$ cat src/rtl/vic_pkg.sv
package vic_pkg;
  // control -> datapath strobes
  typedef struct packed {
    logic grantLatch;  // capture winner, pulse its acknowledge
    logic ackMiss;     // acknowledge with nothing accepted
  } vicStrobe_t;
endpackage

$ cat src/rtl/vic_sense.sv
module vic_sense #(
  parameter int NUM_SRC = 8
) (
  input  logic               clk,
  input  logic               rstN,
  input  logic [NUM_SRC-1:0] reqIn,
  input  logic [NUM_SRC-1:0] edgeSel,
  input  logic [NUM_SRC-1:0] clrMask,
  output logic [NUM_SRC-1:0] pending
);
  logic [NUM_SRC-1:0] reqPrev;
  logic [NUM_SRC-1:0] edgeHit;

  for (genvar g = 0; g < NUM_SRC; g++) begin : gSrc
    logic rising;
    assign rising = reqIn[g] && !reqPrev[g];

    always_ff @(posedge clk) begin
      if (!rstN) begin
        reqPrev[g] <= 1'b0;
        edgeHit[g] <= 1'b0;
      end else begin
        reqPrev[g] <= reqIn[g];
        if (!edgeSel[g])      edgeHit[g] <= 1'b0;
        else if (rising)      edgeHit[g] <= 1'b1;
        else if (clrMask[g])  edgeHit[g] <= 1'b0;
      end
    end

    assign pending[g] = edgeSel[g] ? edgeHit[g] : reqIn[g];


    edge_once_chk: assert property (@(posedge clk) disable iff (!rstN)
      (edgeSel[g] && reqPrev[g] && reqIn[g] && !edgeHit[g]) |=> !edgeHit[g]);

    edge_clear_chk: assert property (@(posedge clk) disable iff (!rstN)
      (clrMask[g] && !rising) |=> !edgeHit[g]);
  end
endmodule

$ cat src/rtl/vic_arbiter.sv
module vic_arbiter #(
  parameter int NUM_SRC = 8,
  parameter int PRIO_W  = 3,
  localparam int IDX_W  = $clog2(NUM_SRC)
) (
  input  logic [NUM_SRC-1:0]        cand,
  input  logic [NUM_SRC*PRIO_W-1:0] srcLevel,
  output logic                      winValid,
  output logic [IDX_W-1:0]          winIdx,
  output logic [PRIO_W-1:0]         winLevel
);
  logic [PRIO_W-1:0] lvlArr [NUM_SRC];

  for (genvar g = 0; g < NUM_SRC; g++) begin : gLvl
    assign lvlArr[g] = srcLevel[g*PRIO_W +: PRIO_W];
  end

  // ascending scan with strict compare: ties keep the lower index
  always_comb begin
    winValid = 1'b0;
    winIdx   = '0;
    winLevel = '0;
    for (int i = 0; i < NUM_SRC; i++) begin
      if (cand[i] && (!winValid || lvlArr[i] > winLevel)) begin
        winValid = 1'b1;
        winIdx   = IDX_W'(i);
        winLevel = lvlArr[i];
      end
    end
  end


  win_is_cand_chk: assert final (!winValid || cand[winIdx]);
endmodule

$ cat src/rtl/vic_datapath.sv
module vic_datapath
  import vic_pkg::*;
#(
  parameter int NUM_SRC  = 8,
  parameter int PRIO_W   = 3,
  parameter int VEC_W    = 5,
  parameter int VEC_BASE = 16,
  localparam int IDX_W   = $clog2(NUM_SRC)
) (
  input  logic                      clk,
  input  logic                      rstN,
  input  logic [NUM_SRC-1:0]        reqIn,
  input  logic [NUM_SRC-1:0]        edgeSel,
  input  logic [NUM_SRC-1:0]        maskEn,
  input  logic [NUM_SRC*PRIO_W-1:0] srcLevel,
  input  logic [PRIO_W-1:0]         curLevel,
  input  vicStrobe_t                strobe,
  output logic                      accept,
  output logic [VEC_W-1:0]          vecOut,
  output logic                      vecValid,
  output logic [NUM_SRC-1:0]        ackOut
);
  logic [NUM_SRC-1:0] pending;
  logic [NUM_SRC-1:0] clrMask;
  logic               winValid;
  logic [IDX_W-1:0]   winIdx;
  logic [PRIO_W-1:0]  winLevel;
  logic [NUM_SRC-1:0] winOneHot;

  assign winOneHot = NUM_SRC'(1) << winIdx;
  assign clrMask   = strobe.grantLatch ? winOneHot : '0;

  vic_sense #(.NUM_SRC(NUM_SRC)) uSense (
    .clk(clk), .rstN(rstN), .reqIn(reqIn), .edgeSel(edgeSel),
    .clrMask(clrMask), .pending(pending)
  );

  vic_arbiter #(.NUM_SRC(NUM_SRC), .PRIO_W(PRIO_W)) uArb (
    .cand(pending & maskEn), .srcLevel(srcLevel),
    .winValid(winValid), .winIdx(winIdx), .winLevel(winLevel)
  );

  assign accept = winValid && (winLevel > curLevel);

  always_ff @(posedge clk) begin
    if (!rstN) begin
      vecOut   <= '0;
      vecValid <= 1'b0;
      ackOut   <= '0;
    end else begin
      ackOut <= '0;
      if (strobe.grantLatch) begin
        vecOut   <= VEC_W'(VEC_BASE) + VEC_W'(winIdx);
        vecValid <= 1'b1;
        ackOut   <= winOneHot;
      end else if (strobe.ackMiss) begin
        vecValid <= 1'b0;
      end
    end
  end


  ack_onehot_chk: assert property (@(posedge clk) disable iff (!rstN)
    $onehot0(ackOut));

  ack_valid_chk: assert property (@(posedge clk) disable iff (!rstN)
    (|ackOut) |-> vecValid);

  vec_hold_chk: assert property (@(posedge clk) disable iff (!rstN)
    !(strobe.grantLatch || strobe.ackMiss) |=> ($stable(vecOut) && $stable(vecValid)));

  accept_level_chk: assert property (@(posedge clk) disable iff (!rstN)
    accept |-> (winLevel > curLevel));
endmodule

$ cat src/rtl/vic_control.sv
module vic_control
  import vic_pkg::*;
(
  input  logic       clk,
  input  logic       rstN,
  input  logic       accept,
  input  logic       ackIn,
  output vicStrobe_t strobe,
  output logic       intOut
);
  always_comb begin
    strobe.grantLatch = ackIn && accept;
    strobe.ackMiss    = ackIn && !accept;
  end

  // acknowledged request is being retired: hold the line low for a cycle
  always_ff @(posedge clk) begin
    if (!rstN) intOut <= 1'b0;
    else       intOut <= accept && !ackIn;
  end


  quiet_after_ack_chk: assert property (@(posedge clk) disable iff (!rstN)
    ackIn |=> !intOut);

  int_needs_accept_chk: assert property (@(posedge clk) disable iff (!rstN)
    (!accept) |=> !intOut);
endmodule

$ cat src/rtl/vec_irq_ctrl.sv
module vec_irq_ctrl
  import vic_pkg::*;
#(
  parameter int NUM_SRC  = 8,
  parameter int PRIO_W   = 3,
  parameter int VEC_W    = 5,
  parameter int VEC_BASE = 16
) (
  input  logic                      clk,
  input  logic                      rstN,
  input  logic [NUM_SRC-1:0]        reqIn,
  input  logic [NUM_SRC-1:0]        edgeSel,
  input  logic [NUM_SRC-1:0]        maskEn,
  input  logic [NUM_SRC*PRIO_W-1:0] srcLevel,
  input  logic [PRIO_W-1:0]         curLevel,
  input  logic                      ackIn,
  output logic                      intOut,
  output logic [VEC_W-1:0]          vecOut,
  output logic                      vecValid,
  output logic [NUM_SRC-1:0]        ackOut
);
  vicStrobe_t strobe;
  logic       accept;

  vic_control uCtl (
    .clk(clk), .rstN(rstN), .accept(accept), .ackIn(ackIn),
    .strobe(strobe), .intOut(intOut)
  );

  vic_datapath #(
    .NUM_SRC(NUM_SRC), .PRIO_W(PRIO_W), .VEC_W(VEC_W), .VEC_BASE(VEC_BASE)
  ) uDp (
    .clk(clk), .rstN(rstN), .reqIn(reqIn), .edgeSel(edgeSel),
    .maskEn(maskEn), .srcLevel(srcLevel), .curLevel(curLevel),
    .strobe(strobe), .accept(accept), .vecOut(vecOut),
    .vecValid(vecValid), .ackOut(ackOut)
  );


  ack_follows_req_chk: assert property (@(posedge clk) disable iff (!rstN)
    (|ackOut) |-> $past(ackIn));

  miss_no_ack_chk: assert property (@(posedge clk) disable iff (!rstN)
    (ackIn && !accept) |=> (ackOut == '0 && !vecValid));
endmodule

$ cat config.mk
export PLATFORM = sky130hd
export DESIGN_NAME = vec_irq_ctrl
export DESIGN_NICKNAME = d
export VERILOG_FILES = /design/src/rtl/vic_pkg.sv /design/src/rtl/vic_sense.sv /design/src/rtl/vic_arbiter.sv /design/src/rtl/vic_datapath.sv /design/src/rtl/vic_control.sv /design/src/rtl/vec_irq_ctrl.sv
export SDC_FILE = /design/constraint.sdc
export NUM_CORES = 1
export LEC_CHECK = 0
export BUFFER_PORTS_ARGS = -buffer_cell sky130_fd_sc_hd__buf_2
export CORE_ASPECT_RATIO = 0.75
export CORE_MARGIN = 2
export CORE_UTILIZATION = 52
export DETAILED_ROUTE_END_ITERATION = 12
export PLACE_DENSITY = 0.88
export REMOVE_ABC_BUFFERS = 1
export SETUP_SLACK_MARGIN = 0.05
export SLEW_MARGIN = 10
export SYNTH_ARGS = -nofsm -noshare
export SYNTH_HDL_FRONTEND = slang
export SYNTH_SLANG_ARGS = --single-unit
$ cat constraint.sdc
create_clock -name clk -period 13.8 [get_ports clk]
set_input_delay 0 -clock clk [delete_from_list [all_inputs] [get_ports clk]]
set_output_delay 0 -clock clk [all_outputs]
set_load 0.05 [all_outputs]
== Yosys cells after proc, flatten, opt, wreduce, memory -nomap -nowiden ==
Cells that the tools add are included.
Widths: inputs -> output; s select.

* Flip-flop bits (word level): 31
* Bits of input ports: 54
* Output and inout bits: 15
* Word-level logic and storage cells: 141

* $add $sub $neg: 1
* Order comparisons: 8
* Shifts and indexed selects: 1
* Mux-type cells: 50
* Bitwise gates (word level): 1
* Reduce and logical (&&, ||, !) cells: 60

{| class="wikitable"
|+ Operators with widths
! cell !! count
|-
| $mux 3 || 14
|-
| $mux 1 || 35
|-
| $gt 3x3->1 || 8
|-
| $logic_and 1x1->1 || 19
|-
| $reduce_bool 2->1 || 9
|-
| $logic_not 1->1 || 17
|-
| $reduce_and 2->1 || 8
|-
| $and 8x8->8 || 1
|-
| $mux 8 || 1
|-
| $shl 1x3->8 const A || 1
|-
| $logic_or 1x1->1 || 7
|-
| $add 5x3->5 const A || 1
|}

== Depth between registers and ports, before layout ==
* Depth after elaboration: 37
* Depth in mapped cells: 62
* Depth with buffers taken out: 60

== By module ==
From an unflattened synthesis, not the netlist that was laid out.

* Cell total of the unflattened synthesis: 290
* Area total of the unflattened synthesis: 2431.1 um^2

{| class="wikitable"
|+ By module, submodules not included
! module !! times used !! cells each !! area each (um^2) !! seq. area each (um^2)
|-
| vic_arbiter || 1 || 154 || 1101.1 || 0.0
|-
| vic_sense || 1 || 65 || 676.9 || 320.3
|-
| vic_datapath || 1 || 67 || 606.8 || 260.2
|-
| vic_control || 1 || 4 || 46.3 || 20.0
|}

== Least setup slack after synthesis ==
Ideal clock, no wire load.

* Path kind: register to register
* Start: register uDp.uSense.edgeHit[0]
* End: register uDp.uSense.edgeHit[1]
* Library setup time: 0.128 ns
* Data arrival time: 10.989 ns
* Required time: 13.672 ns
* Setup slack: 2.683 ns
* Cell stages (with the launch flop): 57
* Buffers on the path: 1
* Clock period less this slack: 11.117 ns
* Cells stage by stage: dfxtp_1 -> mux2_2 -> and3_1 -> inv_1 -> ha_1 -> a32o_1 -> a21boi_1 -> a22oi_1 -> ha_1 -> a211oi_1 -> o22ai_1 -> a222oi_1 -> o21bai_1 -> ha_1 -> a211o_1 -> a21oi_1 -> nor2_2 -> a211oi_1 -> (+21 left out) -> nand3_1 -> nand2_1 -> a21oi_1 -> ha_1 -> nor2b_1 -> o21a_1 -> o21ai_0 -> a21oi_2 -> nand3b_1 -> a22o_1 -> ha_1 -> nor2b_1 -> o21ai_0 -> a211oi_1 -> o211ai_1 -> nor4_1 -> nor3b_1 -> a21oi_1

* Cells in the longest elaborated chain, start to end: 36
* Elaborated cells on any way between the ends: 59
* Classes of those cells: 8 x order compare; 1 x shift; 25 x mux; 1 x bitwise; 24 x reduce/logical

{| class="wikitable"
|+ Ends and longest elaborated chain
! what !! line !! text
|-
| from (decl) || vic_sense.sv:12 || <nowiki>logic [NUM_SRC-1:0] edgeHit;</nowiki>
|-
| from (signal, indexed assignment) || vic_sense.sv:21 || <nowiki>edgeHit[g] <= 1'b0;</nowiki>
|-
| from (signal, indexed assignment) || vic_sense.sv:24 || <nowiki>if (!edgeSel[g]) edgeHit[g] <= 1'b0;</nowiki>
|-
| from (signal, indexed assignment) || vic_sense.sv:25 || <nowiki>else if (rising) edgeHit[g] <= 1'b1;</nowiki>
|-
| $mux 1 * || vic_sense.sv:30 || <nowiki>assign pending[g] = edgeSel[g] ? edgeHit[g] : reqIn[g];</nowiki>
|-
| $and 8x8->8 * || vic_datapath.sv:39 || <nowiki>.cand(pending & maskEn), .srcLevel(srcLevel),</nowiki>
|-
| $mux 3 / $mux 1 (equally long branches) || vic_arbiter.sv:24 || <nowiki>if (cand[i] && (!winValid || lvlArr[i] > winLevel)) begin</nowiki>
|-
| $gt 3x3->1 / $logic_not 1->1 (equally long branches) || vic_arbiter.sv:24 ||
|-
| $logic_or 1x1->1 || vic_arbiter.sv:24 ||
|-
| $logic_and 1x1->1 || vic_arbiter.sv:24 ||
|-
| $mux 3 / $mux 1 (equally long branches) || vic_arbiter.sv:24 ||
|-
| $gt 3x3->1 / $logic_not 1->1 (equally long branches) || vic_arbiter.sv:24 ||
|-
| (+20 left out) || - ||
|-
| $logic_or 1x1->1 || vic_arbiter.sv:24 ||
|-
| $logic_and 1x1->1 || vic_arbiter.sv:24 ||
|-
| $mux 3 || vic_arbiter.sv:24 ||
|-
| $gt 3x3->1 || vic_datapath.sv:43 || <nowiki>assign accept = winValid && (winLevel > curLevel);</nowiki>
|-
| $logic_and 1x1->1 || vic_datapath.sv:43 ||
|-
| $logic_and 1x1->1 || vic_control.sv:12 || <nowiki>strobe.grantLatch = ackIn && accept;</nowiki>
|-
| $mux 8 * || - ||
|-
| $reduce_bool 2->1 (no source line) * || - ||
|}

Mark *: on every way between the ends. The rest lies on a longest branch, timed or not.
A chain may end at the register's enable or synchronous reset.

== Worst setup path after layout ==
* Start: input reqIn[0]
* End: register uDp.uSense.edgeHit[4]

* Cells in the longest elaborated chain, start to end: 36
* Elaborated cells on any way between the ends: 59
* Classes of those cells: 8 x order compare; 1 x shift; 25 x mux; 1 x bitwise; 24 x reduce/logical

{| class="wikitable"
|+ Ends and longest elaborated chain
! what !! line !! text
|-
| from (decl) || vec_irq_ctrl.sv:11 || <nowiki>input logic [NUM_SRC-1:0] reqIn,</nowiki>
|-
| $mux 1 * || vic_sense.sv:30 ||
|-
| $and 8x8->8 * || vic_datapath.sv:39 ||
|-
| $mux 3 / $mux 1 (equally long branches) || vic_arbiter.sv:24 ||
|-
| $gt 3x3->1 / $logic_not 1->1 (equally long branches) || vic_arbiter.sv:24 ||
|-
| $logic_or 1x1->1 || vic_arbiter.sv:24 ||
|-
| $logic_and 1x1->1 || vic_arbiter.sv:24 ||
|-
| $mux 3 / $mux 1 (equally long branches) || vic_arbiter.sv:24 ||
|-
| $gt 3x3->1 / $logic_not 1->1 (equally long branches) || vic_arbiter.sv:24 ||
|-
| (+20 left out) || - ||
|-
| $logic_or 1x1->1 || vic_arbiter.sv:24 ||
|-
| $logic_and 1x1->1 || vic_arbiter.sv:24 ||
|-
| $mux 3 || vic_arbiter.sv:24 ||
|-
| $gt 3x3->1 || vic_datapath.sv:43 ||
|-
| $logic_and 1x1->1 || vic_datapath.sv:43 ||
|-
| $logic_and 1x1->1 || vic_control.sv:12 ||
|-
| $mux 8 * || - ||
|-
| $reduce_bool 2->1 (no source line) * || - ||
|-
| to (signal, indexed assignment) || vic_sense.sv:24 ||
|-
| to (signal, indexed assignment) || vic_sense.sv:25 ||
|-
| to (signal, indexed assignment) || vic_sense.sv:26 || <nowiki>else if (clrMask[g]) edgeHit[g] <= 1'b0;</nowiki>
|}

Marked as above.

==> impl_metrics.env <==
export IMPL_status="complete, no violations"
export IMPL_path_class="primary input to register"
export IMPL_tightestPinTransition_ps=1010
export IMPL_drt_iter0_markers=376
export IMPL_clk_pin_slew_ps=60
export IMPL_maxCapViolCount=0
export IMPL_cts_path_max_buffers=2
export IMPL_syn_area_um2=2250
export IMPL_synth_xor_area_share_pct=0
export IMPL_routed_wl_mm=6.41
export IMPL_yosysWarnings=0
export IMPL_place_congestion=0.947
export IMPL_syn_avg_cell_area_um2=8.19
export IMPL_die_h_um=61.0
export IMPL_power_density_nw_per_um2=96.5
export IMPL_cts_buffers=5
export IMPL_grt_overflow=0
export IMPL_cp_top_family="compound AO/OA/AOI/OAI gates"
export IMPL_cts_root_buf="clkbuf_8"
export IMPL_io_pins=69
export IMPL_dpl_cell_count=392
export IMPL_fmax_ghz=0.0765
export IMPL_slew_headroom_pct=33.0
export IMPL_synth_top_family_by_area="compound AO/OA/AOI/OAI gates"
export IMPL_yosysTopAreaCell="dfxtp_1"
export IMPL_hold_depth=3
export IMPL_drt_first_pass_iters=6
export IMPL_worstSkewPairLatency_ps=280
export IMPL_skew_ps=3.16
export IMPL_portBuffers=67
export IMPL_min_to="uDp.uSense.edgeHit[1]$_SDFFE_PN0P_"
export IMPL_arrival_ps=13230
export IMPL_via_per_inst=5.88
export IMPL_cellLeakagePower_nw=1.41
export IMPL_required_ps=13960
export IMPL_synth_compound_area_share_pct=25.6
export IMPL_rsz0062_at_grt="false"
export IMPL_r2r_end="uDp.uSense.edgeHit[4]$_SDFFE_PN0P_"
export IMPL_drive_gt1_share_pct=25.6
export IMPL_worst_setup_path_start_kind="primary input"
export IMPL_reg2reg_slack_ps=790
export IMPL_nNetsFinal=437
export IMPL_synth_async_reset_ratio_pct=0
export IMPL_yosys_area_top_type_share_pct=26.7
export IMPL_crit_buf_inv=5
export IMPL_internal_power_mw=0.179
export IMPL_synthFlopType="dfxtp_1"
export IMPL_vias=2442
export IMPL_switching_share_pct=36.2
export IMPL_finalHoldViolCount=0
export IMPL_crit_path_max_incr_delay_ps=580
export IMPL_grt_use_total_pct=27.1
export IMPL_synth_area_leaders="dfxtp_1, ha_1, a21oi_1"
export IMPL_worstHoldPathType="primary input to register"
export IMPL_synth_simple_area_share_pct=23.6
export IMPL_postRouteAntennaNets=0
export IMPL_yosysSeqAreaShare_pct=26.7
export IMPL_synth_adder_area_share_pct=13.3
export IMPL_slew_viol_final=0
export IMPL_r2r_cells=54
export IMPL_clockPowerShare_pct=25.4
export IMPL_p_sw_mw=0.101
export IMPL_fin_crit_sh_pct=94.7
export IMPL_cts_sinks=30
export IMPL_drcViolationCount=0
export IMPL_fillers=327
export IMPL_die_x_um=80.0
export IMPL_dp_hpwl_mm=4.71
export IMPL_p_comb_share_pct=40.9
export IMPL_dieArea_um2=4880
export IMPL_synth_mux_area_share_pct=6.22
export IMPL_postSynthCellCount=275
export IMPL_holdCritStartpoint="edgeSel[1]"
export IMPL_syn_to_final_growth_pct=28.8
export IMPL_rr_startpoint="uDp.uSense.edgeHit[0]$_SDFFE_PN0P_"
export IMPL_crit_slowest_cell="dlygate4sd3_1"
export IMPL_wl_per_cell_um=15.4
export IMPL_htreeDepth=2
export IMPL_yosysUniqueCellTypes=50
export IMPL_cpMostUsedCell="ha_1"
export IMPL_n_antenna_cell=0
export IMPL_antenna_found_initial=0
export IMPL_crit_cells=56
export IMPL_fin_tns_setup_ps=0
export IMPL_initial_core_util_pct=54.9
export IMPL_grt_pass1_vias=2311
export IMPL_instances_no_fill=415
export IMPL_setup_violations=0
export IMPL_cts_tree="built"
export IMPL_peakVddDrop_v=0.0000606
export IMPL_ys_seq_elements=30
export IMPL_grt_max_degree=25
export IMPL_endpoint_kind="register"
export IMPL_coreArea_um2=4100
export IMPL_sequentialPowerShare_pct=33.7
export IMPL_synth_edf_count=0
export IMPL_crit_fanout=12
export IMPL_rows=20
export IMPL_fin_crit_ps=13070
export IMPL_grt_pass1_wl_mm=10.3
worst min-delay path, delay by kind of cell:
family                 cells  cell delay [ps]
AO/OA/AOI/OAI              2              140
buffers and inverters      1              110
cells by family (layout without fill, tap and decap cells):
kind of cell    count (synthesis)  count (layout)
fa+ha+maj                      24              24
other cells                     1               1
mux                            12              12
simple gates                  102             102
compound gates                 81              81
buf+inv                        25             110
flops                          30              30
synthesized netlist by cell type (4+ instances only):
master / count
a211oi_1: 4
a21o_1: 5
a21oi_1: 18
a222oi_1: 4
a22oi_1: 5
a31oi_1: 5
and2_1: 11
and3_1: 9
dfxtp_1: 30
ha_1: 24
inv_1: 20
mux2_2: 7
nand2_1: 20
nand2b_1: 10
nand3_1: 12
nor2_1: 15
nor2b_1: 8
nor3_1: 7
o211ai_1: 4
o21a_1: 4
o21ai_0: 9
power by group through the flow:
stage	clock network [mW]	logic [mW]	registers, mW
after floorplan	0	0.0658	0.106
after global placement	0	0.103	0.0959
after detailed placement	0	0.106	0.0961
after CTS	0.0714	0.109	0.0943
after global routing	0.0747	0.127	0.0949
final	0.0711	0.115	0.0943
state kept, by name (all words and copies together) (netlist names):
name and flops:
uCtl.intOut 1, uDp.ackOut 8, uDp.vecValid 1, uDp.uSense.edgeHit 8, uDp.uSense.reqPrev 8, uDp.vecOut 4
metal layers:
layer,wire (µm),part of all wire [%],up-vias,GRT usage (%)
met4,106,1.7,0,9.44
met5,0,0,-,0
met1,2840,44,1103,36.4
li1,-,-,1180,-
met2,2860,45,143,44.9
met3,601,9.4,16,4.61
metrics by stage:
| stage | util, % | hold WS [ps] | power (mW) | setup slack, ps | cell area, µm² |
|---|---|---|---|---|---|
| floorplan | - | 77.0 | 0.172 | 2490 | 2230 |
| detailed placement | 64.1 | 185 | 0.202 | 664 | 2630 |
| global placement | 64.1 | 184 | 0.199 | 1090 | 2630 |
| CTS | 70.0 | 12.6 | 0.275 | 499 | 2870 |
| finish | 70.7 | 21.3 | 0.280 | 730 | 2900 |
| global route | 70.7 | 46.9 | 0.297 | 33.1 | 2900 |
cell type report:
| type | count | area, µm² | share of cell area, % |
|---|---|---|---|
| clock buffer | 7 | 86.3 | 2.98 |
| clock inverter | 1 | 5.00 | 0.172 |
| inverter | 20 | 75.1 | 2.59 |
| multi-input combinational | 220 | 1580 | 54.5 |
| sequential | 30 | 601 | 20.7 |
| tap | 55 | 68.8 | 2.37 |
| timing repair buffer | 82 | 485 | 16.7 |
placed cells by master, fill, tap and decap left out, drive strengths merged, types with 8 or more instances in the layout:
cell type	count
and2	11
mux2	10
nand3	12
nor2b	8
dlygate4sd3	15
nand2b	10
inv	20
and3	9
nor2	16
ha	24
o21ai	10
buf	67
a21oi	20
dfxtp	30
nand2	20
worst max-delay path by stage:
stage                                             startpoint                                  to  slack (ps)
after floorplan           uDp.uSense.edgeHit[0]$_SDFFE_PN0P_  uDp.uSense.edgeHit[1]$_SDFFE_PN0P_        2490
after global placement    uDp.uSense.edgeHit[0]$_SDFFE_PN0P_            uDp.ackOut[2]$_SDFF_PN0_        1090
after detailed placement  uDp.uSense.edgeHit[0]$_SDFFE_PN0P_            uDp.ackOut[2]$_SDFF_PN0_         660
after CTS                                           reqIn[0]            uDp.ackOut[3]$_SDFF_PN0_         500
after global routing                                reqIn[0]  uDp.uSense.edgeHit[4]$_SDFFE_PN0P_          30
final                                               reqIn[0]  uDp.uSense.edgeHit[4]$_SDFFE_PN0P_         730
what timing repair did:
action                                  CTS  global route
hold buffers                             15             0
endpoints found under the setup margin    0            15
setup buffers                             0             0
resized for setup                         0             5
hold endpoints to repair                 14             0
Note: power is estimated with default switching activity, not from simulation.
